===== config.mk =====
export PLATFORM = sky130hd
export DESIGN_NAME = uart_chan_ctrl
export DESIGN_NICKNAME = d
export VERILOG_FILES = /design/src/rtl/uart_chan_pkg.sv /design/src/rtl/uart_cr_regs.sv /design/src/rtl/uart_chan_router.sv /design/src/rtl/uart_chan_ctrl.sv
export SDC_FILE = /design/constraint.sdc
export NUM_CORES = 1
export LEC_CHECK = 0
export ABC_AREA = 1
export BUFFER_PORTS_ARGS = -buffer_cell sky130_fd_sc_hd__clkbuf_2
export CAP_MARGIN = 10
export CORE_UTILIZATION = 31
export CTS_BUF_LIST = sky130_fd_sc_hd__clkbuf_4 sky130_fd_sc_hd__clkbuf_8 sky130_fd_sc_hd__clkbuf_16
export DETAILED_ROUTE_END_ITERATION = 8
export HOLD_SLACK_MARGIN = 0.15
export SYNTH_ARGS = -nofsm -noshare
export SYNTH_HDL_FRONTEND = slang
export SYNTH_SLANG_ARGS = --single-unit

===== constraint.sdc =====
create_clock -name clk -period 1.6 [get_ports clk]
set_input_delay 0.16 -clock clk [delete_from_list [all_inputs] [get_ports clk]]
set_output_delay 0.16 -clock clk [all_outputs]
set_load 0.01 [all_outputs]

===== src/rtl/uart_chan_pkg.sv =====
package uart_chan_pkg;
    localparam int CTRL_W     = 9;
    localparam int BYTE_W     = 8;
    localparam int MODE_W     = 2;
    localparam int B_RXFLUSH  = 0;
    localparam int B_TXFLUSH  = 1;
    localparam int B_RXON     = 2;
    localparam int B_RXOFF    = 3;
    localparam int B_TXON     = 4;
    localparam int B_TXOFF    = 5;
    localparam int B_TORST    = 6;
    localparam int B_BRKGO    = 7;
    localparam int B_BRKHALT  = 8;
    localparam logic [CTRL_W-1:0] CTRL_RESET = 9'h128;
    localparam int N_FLUSH    = 2;

    typedef enum logic [MODE_W-1:0] {
        CH_NORMAL = 2'd0,
        CH_ECHO   = 2'd1,
        CH_LOCAL  = 2'd2,
        CH_REMOTE = 2'd3
    } chan_mode_e;
endpackage


===== src/rtl/uart_cr_regs.sv =====
module uart_cr_regs
    import uart_chan_pkg::*;
#(
    parameter int W = CTRL_W
) (
    input  logic         clk,
    input  logic         rst_n,
    input  logic         wr_en,
    input  logic [W-1:0] wr_data,
    output logic [W-1:0] ctrl_q,
    output logic         rx_flush,
    output logic         tx_flush,
    output logic         rx_active,
    output logic         tx_active,
    output logic         break_req
);
    localparam logic [W-1:0] SC_MASK = W'((1 << B_RXFLUSH) | (1 << B_TXFLUSH));
    localparam int FLUSH_POS [N_FLUSH] = '{B_RXFLUSH, B_TXFLUSH};

    logic [W-1:0]       word_q;
    logic [N_FLUSH-1:0] flush_q;

    always_ff @(posedge clk or negedge rst_n) begin
        if (!rst_n) begin
            word_q <= CTRL_RESET;
        end else if (wr_en) begin
            word_q <= wr_data & ~SC_MASK;
        end
    end

    for (genvar g = 0; g < N_FLUSH; g++) begin : g_flush
        always_ff @(posedge clk or negedge rst_n) begin
            if (!rst_n) begin
                flush_q[g] <= 1'b0;
            end else begin
                flush_q[g] <= wr_en & wr_data[FLUSH_POS[g]];
            end
        end
    end

    assign ctrl_q    = word_q;
    assign rx_flush  = flush_q[0];
    assign tx_flush  = flush_q[1];
    assign rx_active = word_q[B_RXON] & ~word_q[B_RXOFF];
    assign tx_active = word_q[B_TXON] & ~word_q[B_TXOFF];
    assign break_req = word_q[B_BRKGO] & ~word_q[B_BRKHALT];
endmodule


===== src/rtl/uart_chan_router.sv =====
module uart_chan_router
    import uart_chan_pkg::*;
#(
    parameter int DW = BYTE_W
) (
    input  logic              clk,
    input  logic              rst_n,
    input  logic              mode_wr_en,
    input  logic [MODE_W-1:0] mode_wr_data,
    input  logic              rx_active,
    input  logic              tx_active,
    input  logic              line_valid,
    input  logic [DW-1:0]     line_byte,
    input  logic              host_valid,
    input  logic [DW-1:0]     host_byte,
    output logic [MODE_W-1:0] mode_q,
    output logic              tx_valid,
    output logic [DW-1:0]     tx_byte,
    output logic              push_valid,
    output logic [DW-1:0]     push_byte
);
    chan_mode_e state;
    logic          tx_v_d, push_v_d;
    logic [DW-1:0] tx_b_d, push_b_d;

    // state register: any mode write jumps straight to the written state
    always_ff @(posedge clk or negedge rst_n) begin
        if (!rst_n) begin
            state <= CH_NORMAL;
        end else if (mode_wr_en) begin
            state <= chan_mode_e'(mode_wr_data);
        end
    end

    // routing decided by the state held before this edge
    always_comb begin
        tx_v_d   = 1'b0;
        tx_b_d   = '0;
        push_v_d = 1'b0;
        push_b_d = '0;
        unique case (state)
            CH_NORMAL: begin
                tx_v_d   = host_valid & tx_active;
                tx_b_d   = host_byte;
                push_v_d = line_valid & rx_active;
                push_b_d = line_byte;
            end
            CH_ECHO: begin
                tx_v_d   = line_valid & tx_active;
                tx_b_d   = line_byte;
                push_v_d = line_valid & rx_active;
                push_b_d = line_byte;
            end
            CH_LOCAL: begin
                push_v_d = host_valid & rx_active;
                push_b_d = host_byte;
            end
            CH_REMOTE: begin
                tx_v_d   = line_valid & tx_active;
                tx_b_d   = line_byte;
            end
            default: ;
        endcase
    end

    always_ff @(posedge clk or negedge rst_n) begin
        if (!rst_n) begin
            tx_valid   <= 1'b0;
            tx_byte    <= '0;
            push_valid <= 1'b0;
            push_byte  <= '0;
        end else begin
            tx_valid   <= tx_v_d;
            push_valid <= push_v_d;
            if (tx_v_d)   tx_byte   <= tx_b_d;
            if (push_v_d) push_byte <= push_b_d;
        end
    end

    assign mode_q = state;
endmodule


===== src/rtl/uart_chan_ctrl.sv =====
module uart_chan_ctrl
    import uart_chan_pkg::*;
#(
    parameter int DW = BYTE_W,
    parameter int CW = CTRL_W
) (
    input  logic              clk,
    input  logic              rst_n,
    input  logic              ctrl_wr_en,
    input  logic [CW-1:0]     ctrl_wr_data,
    input  logic              mode_wr_en,
    input  logic [MODE_W-1:0] mode_wr_data,
    input  logic              line_rx_valid,
    input  logic [DW-1:0]     line_rx_byte,
    input  logic              host_wr_valid,
    input  logic [DW-1:0]     host_wr_byte,
    output logic [CW-1:0]     ctrl_q,
    output logic [MODE_W-1:0] mode_q,
    output logic              tx_valid,
    output logic [DW-1:0]     tx_byte,
    output logic              rxq_push,
    output logic [DW-1:0]     rxq_byte,
    output logic              rx_flush,
    output logic              tx_flush,
    output logic              break_req
);
    logic rx_on, tx_on;

    uart_cr_regs #(.W(CW)) u_regs (
        .clk       (clk),
        .rst_n     (rst_n),
        .wr_en     (ctrl_wr_en),
        .wr_data   (ctrl_wr_data),
        .ctrl_q    (ctrl_q),
        .rx_flush  (rx_flush),
        .tx_flush  (tx_flush),
        .rx_active (rx_on),
        .tx_active (tx_on),
        .break_req (break_req)
    );

    uart_chan_router #(.DW(DW)) u_route (
        .clk          (clk),
        .rst_n        (rst_n),
        .mode_wr_en   (mode_wr_en),
        .mode_wr_data (mode_wr_data),
        .rx_active    (rx_on),
        .tx_active    (tx_on),
        .line_valid   (line_rx_valid),
        .line_byte    (line_rx_byte),
        .host_valid   (host_wr_valid),
        .host_byte    (host_wr_byte),
        .mode_q       (mode_q),
        .tx_valid     (tx_valid),
        .tx_byte      (tx_byte),
        .push_valid   (rxq_push),
        .push_byte    (rxq_byte)
    );
endmodule


==> impl_metrics.env, run 1 <==
export IMPL_slowest_delay_ns=0.57
export IMPL_port_buffers=62
export IMPL_num_vias=1404
export IMPL_run_status="finished, final reports clean"
export IMPL_root_buffer="clkbuf_8"
export IMPL_p_per_area_nw_per_um2=1131
export IMPL_avgSynthCellArea_um2=7.929
export IMPL_total_power_uw=2260
export IMPL_final_core_util_pct=48.22
export IMPL_grt_use_total_pct=16.36
export IMPL_first_pass_iters=4
export IMPL_syn_area_um2=1388
export IMPL_yosys_top_cells_area="dfrtp_1 47%, nand2_1 23%, nand3_1 8.7%"
export IMPL_postSynth_asyncResetShare_pct=100.0
export IMPL_synth_edf_count=0
export IMPL_vias_per_cell=4.558
export IMPL_crit_path_cell_trace="nor2_1, nor2_2, buf_4, nand3_1, nand2_1"
export IMPL_grt_pass1_vias=1314
export IMPL_yosysUniqueCellTypes=17
export IMPL_cts_path_max_buffers=2
export IMPL_die_area_um2=4748
export IMPL_worst_pin_slew_ns=0.7205
export IMPL_worstSkewPairLatency_ns=0.28
export IMPL_cp_top_family="simple AND/OR/NAND/NOR gates"
export IMPL_initial_core_util_pct=33.48
export IMPL_ys_warn_count=0
export IMPL_htreeDepth=2
export IMPL_grt_max_degree=30
export IMPL_ir_drop_mv=0.6615
export IMPL_relSlewSlack_pct=51.97
export IMPL_period_minus_slack_ns=1.428
export IMPL_clk_pin_slew_ns=0.07
export IMPL_ys_flop_type="dfrtp_1"
export IMPL_avgRoutedWirePerCell_um=11.53
export IMPL_antenna_found_initial=0
export IMPL_rr_worst_depth=5
export IMPL_synth_most_common_cell="nand2_1"
export IMPL_drc=0
export IMPL_syn2layout_area_growth_pct=44.00
export IMPL_ant_nets=0
export IMPL_io_pins=65
export IMPL_yosysSeqAreaShare_pct=52.57
export IMPL_arrival_ns=1.64
export IMPL_synth_seq_cells=29
export IMPL_crit_buf_inv=1
export IMPL_worstHoldPathCells=5
export IMPL_crit_path_end_kind="flop"
export IMPL_cp_depth=5
export IMPL_syn_instance_count=175
export IMPL_power_leakage_uw=0.001172
export IMPL_core_um2=4144
export IMPL_cts_buffers=5
export IMPL_cts_num_sinks=29
export IMPL_drive_above_1_share_pct=34.11
export IMPL_hold_viol=0
export IMPL_grt_pass1_wl_um=5609
export IMPL_cpMaxStageDelayCell="dfrtp_1"
export IMPL_synth_top_area_cell="dfrtp_1"
export IMPL_place_congestion=0.8198
export IMPL_rsz0062_at_grt="no"
export IMPL_final_nets=290
export IMPL_final_setup_viol_count=0
export IMPL_fin_crit_sh_pct=89.28
export IMPL_grt_ovfl_total=0
export IMPL_num_rows=23
export IMPL_required_ns=1.81
export IMPL_criticalPathCategory="flop to flop"
export IMPL_crit_path_start_kind="flop"
export IMPL_finalWirelength_um=3550
export IMPL_hp_class="input pin to flop"
export IMPL_synth_common_cells="84 x nand2_1, 26 x dfrtp_1, 24 x nand3_1"
export IMPL_tns_ns=0
export IMPL_maxSlewViolCount=0
export IMPL_die_y_um=68.91
export IMPL_tritoncts="yes"
export IMPL_fin_skew_ns=0.005256
export IMPL_yosysTopAreaCellShare_pct=46.89
export IMPL_drtIter0Drc=108
export IMPL_drv_cap=0
export IMPL_fmax_mhz=700.0
export IMPL_r2r_slack_ns=0.17
export IMPL_die_w_um=68.91
export IMPL_insertedDiodeCount=0
export IMPL_dpl_hpwl_um=2579
export IMPL_crit_fanout=13
==> cells by family (layout without fill, tap and decap cells) <==
kind of cell	after synthesis	count (layout)	synth area share [%]
flops	29	29	52.57
buf+inv	17	99	6.132
simple gates	118	118	35.62
compound gates	6	6	2.163
other cells	1	2	0.2703
mux	4	4	3.246
==> routing by layer <==
layer	share of wire [%]	vias up	GRT usage (%)
met5	0	-	0
met4	0.59	0	5.357
met3	9.4	4	5.428
met2	46	62	28.16
met1	44	631	18.95
li1	-	707	-
==> registers in the layout, summed over array words and instances, names as in the netlist <==
register,flops
u_route.tx_valid,1
u_route.push_valid,1
u_regs.ctrl_q,7
u_regs.rx_flush,1
u_route.tx_byte,8
u_route.push_byte,8
u_regs.tx_flush,1
u_route.mode_q,2
==> worst register-to-register path, delay by kind of cell (launching register included) <==
family,cells,cell delay (ns)
flip-flops,1,0.57
buffers and inverters,1,0.19
AND/OR/NAND/NOR,4,0.60
==> per-stage QoR <==
stage	hold WS (ns)	setup WS, ns	cells	instance area, µm²
3_5_place_dp	0.2557	0.09269	285	1747
3_3_place_gp	0.2577	0.1377	285	1747
5_1_grt	0.2547	0.01615	308	1998
4_1_cts	0.2237	0.07623	308	1994
2_1_floorplan	-0.1356	0.3481	176	1391
6_report	0.2344	0.1715	308	1998
==> path summary, 6_finish.rpt <==
kind                                               endpoint                            from
max in group asynchronous     u_route.mode_q[1]$_DFFE_PN0P_                           rst_n
min in group asynchronous  u_route.push_byte[2]$_DFFE_PN0P_                           rst_n
hold reg to reg              u_route.tx_byte[1]$_DFFE_PN0P_  u_route.tx_byte[1]$_DFFE_PN0P_
setup / recovery             u_route.tx_byte[4]$_DFFE_PN0P_   u_route.mode_q[0]$_DFFE_PN0P_
setup reg to reg             u_route.tx_byte[4]$_DFFE_PN0P_   u_route.mode_q[0]$_DFFE_PN0P_
hold / removal             u_route.push_byte[1]$_DFFE_PN0P_                 line_rx_byte[1]
==> cell type report <==
| type | instances | area, µm² |
|---|---|---|
| tap | 50 | 62.56 |
| sequential | 29 | 729.5 |
| multi-input combinational | 130 | 580.6 |
| inverter | 10 | 37.54 |
| fill | 429 | 2146 |
| clock buffer | 8 | 97.59 |
| timing repair buffer | 81 | 490.5 |
==> cells in the final DEF (no fill, tap or decap), drive strengths merged <==
cell         synthesis  routed
clkbuf               0      70
conb                 1       2
inv                 10      10
nand2               86      86
dlygate4sd3          0      15
nor2                 7       7
dfstp                3       3
a21oi                1       1
o21ai                5       5
dfrtp               26      26
nand3               25      25
mux2                 4       4
buf                  7       4
==> report_power, final <==
| group | total (µW) | internal (µW) | switching, µW |
|---|---|---|---|
| Combinational | 622 | 270 | 352 |
| Sequential | 988 | 895 | 93.3 |
| Clock | 650 | 384 | 266 |
| Total | 2260 | 1550 | 711 |
==> what timing repair did <==
item	CTS	global route
hold buffers	15	0
hold endpoints to repair	37	0
endpoints found under the setup margin	0	8
setup buffers	0	0
resized for setup	0	1
No activity file was read; power rests on OpenSTA's default activity.
==> run 2: changes to the inputs <==
--- a/config.mk
+++ b/config.mk
@@ -8,10 +8,11 @@
 export ABC_AREA = 1
 export BUFFER_PORTS_ARGS = -buffer_cell sky130_fd_sc_hd__clkbuf_2
 export CAP_MARGIN = 10
-export CORE_UTILIZATION = 31
+export CORE_UTILIZATION = 49
 export CTS_BUF_LIST = sky130_fd_sc_hd__clkbuf_4 sky130_fd_sc_hd__clkbuf_8 sky130_fd_sc_hd__clkbuf_16
 export DETAILED_ROUTE_END_ITERATION = 8
 export HOLD_SLACK_MARGIN = 0.15
+export PLACE_DENSITY = 0.84
 export SYNTH_ARGS = -nofsm -noshare
 export SYNTH_HDL_FRONTEND = slang
 export SYNTH_SLANG_ARGS = --single-unit
==> constraint.sdc (replaced) <==
create_clock -name clk -period 1.9 [get_ports clk]
set_input_delay 0.19 -clock clk [delete_from_list [all_inputs] [get_ports clk]]
set_output_delay 0.19 -clock clk [all_outputs]
set_load 0.01 [all_outputs]
==> impl_metrics.env, run 2 (synthesized netlist as in run 1, its figures left out) <==
export IMPL_multiInputGateArea_um2=576.8
export IMPL_cpMostUsedCell="dlygate4sd3_1"
export IMPL_p_per_area_nw_per_um2=967.1
export IMPL_ir_drop_mv=0.8573
export IMPL_rsz0062_at_grt="no"
export IMPL_htreeDepth=2
export IMPL_ant_nets=0
export IMPL_cpMaxStageDelayCell="dlygate4sd3_1"
export IMPL_final_cell_mix="84 x nand2_1, 62 x clkbuf_2, 26 x dfrtp_1"
export IMPL_relSlewSlack_pct=53.27
export IMPL_arrival_ns=2.06
export IMPL_p_int_uw=1262
export IMPL_final_seq_area_um2=729.5
export IMPL_num_rows=18
export IMPL_cts_num_sinks=29
export IMPL_grt_use_total_pct=25.83
export IMPL_crit_path_start_kind="input pin"
export IMPL_worstSkewPairLatency_ns=0.34
export IMPL_core_um2=2567
export IMPL_drive_above_1_share_pct=32.55
export IMPL_cts_path_max_buffers=2
export IMPL_drtIter0Drc=40
export IMPL_final_nets=287
export IMPL_p_switching_uw=606.6
export IMPL_pwr_share_clk_pct=27.6
export IMPL_period_minus_slack_ns=1.839
export IMPL_drc=0
export IMPL_worst_pin_slew_ns=0.7009
export IMPL_antenna_found_initial=0
export IMPL_fmax_mhz=543.7
export IMPL_final_setup_viol_count=0
export IMPL_crit_path_end_kind="flop"
export IMPL_pwr_share_comb_pct=27.8
export IMPL_tns_ns=0
export IMPL_total_power_uw=1868
export IMPL_fin_crit_sh_pct=96.80
export IMPL_die_y_um=55.22
export IMPL_fillers=209
export IMPL_grt_max_degree=30
export IMPL_hold_viol=0
export IMPL_grt_ovfl_total=0
export IMPL_power_leakage_uw=0.001151
export IMPL_required_ns=2.13
export IMPL_maxSlewViolCount=0
export IMPL_criticalPathCategory="input pin to flop"
export IMPL_place_congestion=0.8684
export IMPL_num_vias=1447
export IMPL_final_common_cell="nand2_1"
export IMPL_die_w_um=55.22
export IMPL_clk_pin_slew_ns=0.09
export IMPL_syn2layout_area_growth_pct=39.22
export IMPL_switching_share_pct=32.46
export IMPL_first_pass_iters=4
export IMPL_post_cts_buffers=0
export IMPL_grt_pass1_vias=1388
export IMPL_port_buffers=62
export IMPL_grt_pass1_wl_um=6058
export IMPL_tritoncts="yes"
export IMPL_initial_core_util_pct=54.04
export IMPL_vias_per_cell=5.077
export IMPL_root_buffer="clkbuf_4"
export IMPL_dpl_hpwl_um=2439
export IMPL_slowest_delay_ns=0.57
export IMPL_finalWirelength_um=3631
export IMPL_run_status="finished, final reports clean"
export IMPL_cts_buffers=5
export IMPL_die_area_um2=3049
export IMPL_crit_fanout=1
export IMPL_hp_class="input pin to flop"
export IMPL_drv_cap=0
export IMPL_fin_skew_ns=0.002727
export IMPL_crit_path_cell_trace="dlygate4sd3_1, clkbuf_2, nand2_1, dlygate4sd3_1, o21ai_0, dlygate4sd3_1"
export IMPL_power_frac_seq_pct=44.6
export IMPL_avgRoutedWirePerCell_um=12.74
export IMPL_io_pins=65
export IMPL_insertedDiodeCount=0
run 2: cell types whose count changed in the layout (fill, tap and decap cells not counted):
cell	change
a21oi_1	+1
a21oi_2	-1
buf_4	-4
bufinv_16	+1
clkbuf_4	+4
clkbuf_8	-6
clkinv_2	+1
dlygate4sd3_1	+1
run 2: final timing paths:
path | cells past startpoint | slack (ns) | end | from
min in group asynchronous | 2 | 0.42 | u_route.tx_valid$_DFF_PN0_ | rst_n
setup reg to reg | 3 | 0.21 | u_route.mode_q[1]$_DFFE_PN0P_ | u_route.mode_q[1]$_DFFE_PN0P_
hold / removal | 5 | 0.18 | u_route.tx_byte[0]$_DFFE_PN0P_ | host_wr_byte[0]
hold reg to reg | 2 | 0.48 | u_route.tx_byte[2]$_DFFE_PN0P_ | u_route.tx_byte[2]$_DFFE_PN0P_
max in group asynchronous | 2 | 1.03 | u_route.push_byte[6]$_DFFE_PN0P_ | rst_n
setup / recovery | 6 | 0.06 | u_route.mode_q[1]$_DFFE_PN0P_ | mode_wr_data[1]
run 2: what timing repair did:
action	CTS	global route
endpoints found under the hold margin	37	0
gates resized for setup	0	0
hold buffers	16	0
run 2: through the flow:
step           util (%)  cells  hold slack, ns  instance area (µm²)  setup slack [ns]
2_1_floorplan         -    176         -0.1056                 1391            0.6481
3_3_place_gp      65.89    261          0.2663                 1692            0.3852
3_5_place_dp      65.89    261          0.2726                 1692            0.2795
4_1_cts           75.24    285          0.1740                 1932            0.1149
5_1_grt           75.24    285          0.2097                 1932           0.01641
6_report          75.24    285          0.1756                 1932           0.06083
run 2: metal layers:
metal / global-route usage (%) / up-vias / part of all wire, %
met2: 42.69 / 72 / 48
met3: 6.323 / 15 / 6.7
met5: 0 / - / 0
met4: 16.43 / 0 / 3.8
li1: - / 701 / -
met1: 29.82 / 659 / 41
run 2: critical path, delay by kind of cell:
family | cells | cell delay, ns
compound gates | 1 | 0.09
simple gates | 1 | 0.04
buf+inv | 4 | 1.74
run 2: power by group through the flow:
| stage | Sequential [µW] | Combinational, µW | Clock (µW) |
|---|---|---|---|
| floorplan | 897 | 216 | 0 |
| global placement | 841 | 477 | 0 |
| detailed placement | 843 | 489 | 0 |
| CTS | 832 | 519 | 513 |
| global route | 851 | 577 | 539 |
| finish | 833 | 520 | 515 |
run 2: cell type report:
| class | count | area share, % |
|---|---|---|
| clock buffer | 6 | 2.332 |
| clock inverter | 2 | 1.813 |
| inverter | 10 | 1.943 |
| multi-input combinational | 130 | 29.86 |
| sequential | 29 | 37.76 |
| tap | 30 | 1.943 |
| timing repair buffer | 78 | 24.35 |
